### config.mk
export PLATFORM = sky130hd
export DESIGN_NAME = irq_prio_map
export DESIGN_NICKNAME = d
export VERILOG_FILES = /design/src/rtl/irq_map_pkg.sv /design/src/rtl/prio_regfile.sv /design/src/rtl/src_level_decode.sv /design/src/rtl/level_merge.sv /design/src/rtl/irq_prio_map.sv
export SDC_FILE = /design/constraint.sdc
export NUM_CORES = 1
export LEC_CHECK = 0
export BUFFER_PORTS_ARGS = -buffer_cell sky130_fd_sc_hd__buf_4
export CORE_ASPECT_RATIO = 1.1
export CORE_MARGIN = 2
export CORE_UTILIZATION = 58
export DETAILED_ROUTE_END_ITERATION = 7
export PLACE_DENSITY = 0.89
export SLEW_MARGIN = 15
export SYNTH_ARGS = -nofsm -noshare
export SYNTH_HDL_FRONTEND = slang
export SYNTH_SLANG_ARGS = --single-unit
### constraint.sdc
create_clock -name clk -period 2.3 [get_ports clk]
set_input_delay 0.345 -clock clk [delete_from_list [all_inputs] [get_ports clk]]
set_output_delay 0.345 -clock clk [all_outputs]
set_load 0.01 [all_outputs]
### src/rtl/irq_map_pkg.sv
package irq_map_pkg;

  // Default priority of a source after reset: its own index, saturated.
  function automatic int reset_level(input int id, input int max_lvl);
    return (id > max_lvl) ? max_lvl : id;
  endfunction

  // Saturate a written priority at the least urgent level.
  function automatic logic [3:0] clamp_level(input logic [3:0] v, input logic [3:0] max_v);
    return (v > max_v) ? max_v : v;
  endfunction

endpackage

### src/rtl/prio_regfile.sv
module prio_regfile
  import irq_map_pkg::*;
#(
  parameter int NUM_SRC = 15,
  parameter int PRIO_W  = 4,
  parameter int MAX_LVL = 11,
  parameter int ADDR_W  = 4
) (
  input  logic                      clk,
  input  logic                      rst_n,
  input  logic                      we,
  input  logic                      re,
  input  logic [ADDR_W-1:0]         addr,
  input  logic [PRIO_W-1:0]         wdata,
  output logic [PRIO_W-1:0]         rdata,
  output logic [NUM_SRC*PRIO_W-1:0] prio_flat
);

  localparam logic [ADDR_W-1:0] LAST_ADDR = ADDR_W'(NUM_SRC - 1);
  localparam logic [PRIO_W-1:0] MAX_P     = PRIO_W'(MAX_LVL);

  logic              addr_ok;
  logic [PRIO_W-1:0] wclamp;
  logic [PRIO_W-1:0] rd_sel;

  assign addr_ok = (addr <= LAST_ADDR);
  assign wclamp  = (wdata > MAX_P) ? MAX_P : wdata;

  for (genvar s = 0; s < NUM_SRC; s++) begin : g_slot
    localparam logic [PRIO_W-1:0] RST_P = PRIO_W'(reset_level(s, MAX_LVL));
    logic              hit;
    logic [PRIO_W-1:0] prio_q;

    assign hit = we && addr_ok && (addr == ADDR_W'(s));

    always_ff @(posedge clk or negedge rst_n) begin
      if (!rst_n)   prio_q <= RST_P;
      else if (hit) prio_q <= wclamp;
    end

    assign prio_flat[s*PRIO_W +: PRIO_W] = prio_q;
  end

  always_comb begin
    rd_sel = '0;
    for (int s = 0; s < NUM_SRC; s++) begin
      if (addr == ADDR_W'(s)) rd_sel = prio_flat[s*PRIO_W +: PRIO_W];
    end
  end

  always_ff @(posedge clk or negedge rst_n) begin
    if (!rst_n)  rdata <= '0;
    else if (re) rdata <= addr_ok ? rd_sel : '0;
  end

endmodule

### src/rtl/src_level_decode.sv
module src_level_decode #(
  parameter int PRIO_W  = 4,
  parameter int NUM_LVL = 12
) (
  input  logic               req,
  input  logic [PRIO_W-1:0]  prio,
  output logic [NUM_LVL-1:0] hot
);

  always_comb begin
    hot = '0;
    for (int l = 0; l < NUM_LVL; l++) begin
      if (req && (prio == PRIO_W'(l))) hot[l] = 1'b1;
    end
  end

endmodule

### src/rtl/level_merge.sv
module level_merge #(
  parameter int NUM_SRC = 15,
  parameter int NUM_LVL = 12
) (
  input  logic [NUM_SRC*NUM_LVL-1:0] hot_flat,
  output logic [NUM_LVL-1:0]         lvl_req
);

  for (genvar l = 0; l < NUM_LVL; l++) begin : g_lvl
    always_comb begin
      lvl_req[l] = 1'b0;
      for (int s = 0; s < NUM_SRC; s++) begin
        lvl_req[l] = lvl_req[l] | hot_flat[s*NUM_LVL + l];
      end
    end
  end

endmodule

### src/rtl/irq_prio_map.sv
module irq_prio_map #(
  parameter int NUM_SRC  = 15,
  parameter int PRIO_W   = 4,
  parameter int NUM_LVL  = 12,
  parameter int LVL_BASE = 4,
  parameter int ADDR_W   = 4,
  localparam int VEC_W   = LVL_BASE + NUM_LVL,
  localparam int MAX_LVL = NUM_LVL - 1
) (
  input  logic               clk,
  input  logic               rst_n,
  input  logic               cfg_we,
  input  logic               cfg_re,
  input  logic [ADDR_W-1:0]  cfg_addr,
  input  logic [PRIO_W-1:0]  cfg_wdata,
  output logic [PRIO_W-1:0]  cfg_rdata,
  input  logic [NUM_SRC-1:0] src_req,
  output logic [VEC_W-1:0]   irq_vec
);

  logic [NUM_SRC*PRIO_W-1:0]  prio_flat;
  logic [NUM_SRC*NUM_LVL-1:0] hot_flat;
  logic [NUM_LVL-1:0]         lvl_req;

  prio_regfile #(
    .NUM_SRC(NUM_SRC), .PRIO_W(PRIO_W), .MAX_LVL(MAX_LVL), .ADDR_W(ADDR_W)
  ) u_regs (
    .clk(clk), .rst_n(rst_n), .we(cfg_we), .re(cfg_re),
    .addr(cfg_addr), .wdata(cfg_wdata), .rdata(cfg_rdata),
    .prio_flat(prio_flat)
  );

  for (genvar s = 0; s < NUM_SRC; s++) begin : g_dec
    src_level_decode #(.PRIO_W(PRIO_W), .NUM_LVL(NUM_LVL)) u_dec (
      .req (src_req[s]),
      .prio(prio_flat[s*PRIO_W +: PRIO_W]),
      .hot (hot_flat[s*NUM_LVL +: NUM_LVL])
    );
  end

  level_merge #(.NUM_SRC(NUM_SRC), .NUM_LVL(NUM_LVL)) u_merge (
    .hot_flat(hot_flat),
    .lvl_req (lvl_req)
  );

  // Lower latch positions are owned by non-peripheral events: tie off.
  assign irq_vec = {lvl_req, {LVL_BASE{1'b0}}};

endmodule

**Yosys cells after proc, flatten, opt, wreduce, memory -nomap -nowiden**

Index checks and enable logic that the tools add are counted.

- Order comparisons: 2
- Eq/ne operators: 179
- Muxes and demuxes: 197
- Bitwise operators: 168
- Reductions and logical operators: 212

Operators by type and width:

| cell | count |
|---|---|
| == test 4 bit (second input constant) | 67 |
| == test 4 x 3 -> 1 bit (second input constant) | 64 |
| logical AND 1 bit | 196 |
| two-way mux 1 bit | 180 |
| OR 1 bit | 168 |
| == test 4 x 2 -> 1 bit (second input constant) | 32 |
| two-way mux 4 bit | 17 |
| == test 4 x 1 -> 1 bit (second input constant) | 16 |
| logical NOT 4 bit | 16 |
| > comparator 4 bit (second input constant) | 1 |
| less-or-equal comparator 4 bit (second input constant) | 1 |

- Bits in registers: 64
- Input port bits: 27
- Output and inout bits: 20
- Logic and storage cells: 774

**Logic depth before layout (Yosys ltp)**

- Depth in word-level cells: 17
- Gate-level depth with buffers: 7
- Depth with buffers taken out: 5

**By module**

A second synthesis with hierarchy kept.

- Cell total of the unflattened synthesis: 644
- Area, all modules: 5038.6 µm²

Modules (own cells, without submodules):

| module | instances | cells an instance | area an instance (µm²) | sequential area each (µm²) |
|---|---|---|---|---|
| prio_regfile | 1 | 309 | 3236.9 | 1637.8 |
| src_level_decode | 15 | 18 | 93.8 | 0.0 |
| level_merge | 1 | 60 | 360.3 | 0.0 |
| irq_prio_map | 1 | 5 | 33.8 | 0.0 |

**Worst setup path before layout**

Ideal clock, no wire load.

- Kind: reg-to-output
- From: register u_regs.g_slot[11].prio_q[0]
- To: output port irq_vec[6]
- Arrival: 1768 ps
- Data required time: 1955 ps
- Path slack: 187 ps
- Cell stages (with the launch flop): 7
- Buffers on the path: 1
- Cell sequence: dfstp_2 > buf_2 > or3b_2 > o22ai_2 > a311oi_1 > o2111ai_1 > or4_1

- Cells in the longest elaborated chain, start to end: 7

Ends and longest elaborated chain:

| what | line | text |
|---|---|---|
| start: declaration | prio_regfile.sv:32 | `logic [PRIO_W-1:0] prio_q;` |
| start signal: assignment | prio_regfile.sv:38 | `else if (hit) prio_q <= wclamp;` |
| == test 4 x 2 -> 1 bit | src_level_decode.sv:13 | `if (req && (prio == PRIO_W'(l))) hot[l] = 1'b1;` |
| logical AND 1 bit | src_level_decode.sv:13 |  |
| two-way mux 1 bit | src_level_decode.sv:13 |  |
| OR 1 bit (4 in a row) | level_merge.sv:13 | `lvl_req[l] = lvl_req[l] \| hot_flat[s*NUM_LVL + l];` |
| end: declaration | irq_prio_map.sv:18 | `output logic [VEC_W-1:0] irq_vec` |

Every way passes these cells.

**Worst setup path in the final report**

- From: register u_regs.g_slot[14].prio_q[3]
- To: output port irq_vec[10]

- Cells in the longest elaborated chain, start to end: 4

Ends and longest elaborated chain:

| what | line |
|---|---|
| start: declaration | prio_regfile.sv:32 |
| start signal: assignment | prio_regfile.sv:38 |
| == test 4 x 3 -> 1 bit | src_level_decode.sv:13 |
| logical AND 1 bit | src_level_decode.sv:13 |
| two-way mux 1 bit | src_level_decode.sv:13 |
| OR 1 bit | level_merge.sv:13 |

Every way passes these cells.

==> metrics <==
status=finished, violations left; failing checks=DRC, setup timing; HP Class=in2async; unrepaired setup endpoints after global routing=yes; CP Launch Type=flip-flop; Synth top cells by count=64 x nand2_1, 61 x nor2_1, 45 x nor3_1, 38 x a21oi_1, 35 x dfrtp_1; Final period util=1.12; Fin Clk Skew=5.41 ps; CTS H-tree lvls=3; Cell variety after synth=65; die width=93.1 um; clock root cell=clkbuf_8; Vias per Instance=7.38; Most used DFF post-synth=dfrtp_1; Post-DRT Antenna Nets=0; first-pass GRT wire length=34.8 mm; number of antenna violations at the first check in global routing=0; DP HPWL=16.6 mm; Ports=47; ant diodes=0; EDFF count, synth=0; Final Max Slew Viols=0; synth top area cells=dfrtp_1 17%, dfstp_2 15%, nand2_1 4.7%; Syn-to-layout area delta=30.5%; layout cells sized above 1=0.369; total gr overflow=0; fin nets=772; max cap viols=0; # clock sinks=64; crit path capture type=output pin; Die Y=102 um; CTS tree=yes; Final Cell Area=6610 um2; via count=6354; row cnt=35; 1st-iter DRT viols=1212; Synth top area share=0.173; placed cells=816; post-synthesis sequential area ratio=0.323; Total Routing Usage GR=0.498; most common cell in the netlist=nand2_1; Core Area=8450 um2; Syn Inst Count=641; DRC=1; Seq cells post-synth=64; Longest Clk Path Bufs=2; total power draw=5950 uW; Worst Slack Setup Final=-274 ps; routed length per placed instance=27.3 um; Required @ worst endpoint=1960 ps; Leakage=0.00265 uW; FF-to-FF Start=u_regs.g_slot[0].prio_q[2]; cell taking the most area after synthesis=dfrtp_1; critical path's largest stage delay=590 ps; kind of critical path=reg2out; maximum VDD drop=570 uV; Syn. warnings=0; Synth Cell Area=5070 um2; Die ar.=9500 um2; crit-path cells=nor3b_4, buf_6, a311oi_2, nand4_1, or4_4, buf_6; crit-path max FO=4; Crit-path slowest cell=dfstp_2; Slew HR=0.438; cell mode on critical path=buf_6; port bufs=42; Placement Cell Area=5790 um2; pwr dens=899 nW/um2; post-route minimum period=2570 ps; Setup-failing EPs final=9; Clock transition at path regs=80 ps; number of global-route vias before repair=6003; Routed WL=23.5 mm; Pre-antenna DRT Iters=8; f_max=388 MHz; arrival time worst endpoint=2230 ps; Final Wtd Congestion=1.21; Worst-Margin Slew=843 ps; Hold Buf Count CTS=0; largest net degree at the start of global routing=65; TNS Setup=-1520 ps; CTS Buf Count=9; CP Launch Point=u_regs.g_slot[14].prio_q[3]; Final Hold Fails=0; fin cells=861; Avg Inst Size Synth=7.91 um2; Starting Density=0.600; Clk Latency, worst-skew pair=370 ps; ys async rst share=1.00
## kinds of logic (layout without fill, tap and decap cells)
family	after synthesis	after routing	synth area share
compound gates	155	155	0.202
other cells	1	4	0.000740
mux	34	34	0.0753
flops	64	64	0.323
buf+inv	61	167	0.0568
simple gates	326	326	0.342
## cell type report
class / count / area [um2]
multi-input combinational: 519 / 3490
fill: 596 / 1840
sequential: 64 / 1650
timing repair buffer: 135 / 1050
tap: 111 / 139
clock buffer: 9 / 124
clock inverter: 7 / 103
inverter: 16 / 60.1
## cell usage in the layout (no fill, tap or decap), types with 8 or more instances in the layout
master    synthesis  layout
nor3b_1          12       8
dfstp_2          29      29
o21ai_0          32      29
mux2i_1          10      10
o22ai_1          22      18
nor3_1           45      39
nor2b_1          10       9
nor2_1           61      57
buf_4             8     124
mux2_2           21      21
o32ai_1          11       9
nand4_1          11      11
nor2_2            4       8
nor4_1           19      11
nand3b_1         18      18
nand2_1          64      63
nand2b_1         14      12
dfrtp_1          35      29
inv_1            16      16
buf_6             1      11
clkbuf_8          0       9
nand3_1          31      29
a21oi_1          38      38
## routing by layer
| layer | up-vias | part of all wire | global-route usage |
|---|---|---|---|
| met5 | - | 0 | 0 |
| met4 | 0 | 0.10 | 0.355 |
| met3 | 229 | 0.15 | 0.189 |
| met2 | 657 | 0.41 | 0.750 |
| met1 | 2857 | 0.34 | 0.587 |
| li1 | 2611 | - | - |
## registers in the layout (all words and copies together), names as in the netlist
signal	cells
u_regs.rdata	4
u_regs.g_slot.prio_q	60
## what timing repair did
action,4_1_cts,5_1_grt
endpoints found under the setup margin,11,12
buffers inserted,27,6
gates resized for setup,51,34
pin swaps,26,13
## report_power, final
part	internal [uW]	leakage, uW	switching [uW]
clock	622	0.000110	540
sequential	1470	0.000731	395
combinational	1270	0.00181	1650
## stage by stage
stage,hold WS (ps),util,setup WS (ps)
5_1_grt,163,0.782,-279
4_1_cts,99.9,0.759,-188
2_1_floorplan,49.4,-,187
3_3_place_gp,455,0.685,66.0
6_report,76.4,0.782,-274
3_5_place_dp,478,0.685,86.8
## critical path: cells and delay by family (launching register included)
kind	cells	cell delay [ps]
AOI/OAI and AO/OA	1	250
buffers and inverters	2	260
DFF	1	590
and+or+nand+nor	3	770
## worst paths after layout
kind | endpoint | slack (ps) | cells past startpoint
min in group clk | u_regs.g_slot[10].prio_q[3] | 360 | 3
max in group asynchronous | u_regs.g_slot[3].prio_q[2] | 1620 | 1
max reg2reg | u_regs.rdata[2] | 380 | 6
min reg2reg | u_regs.g_slot[12].prio_q[0] | 550 | 2
max | irq_vec[10] | -270 | 6
min | u_regs.g_slot[8].prio_q[2] | 80 | 1
Power figures use the tool's default switching activity.
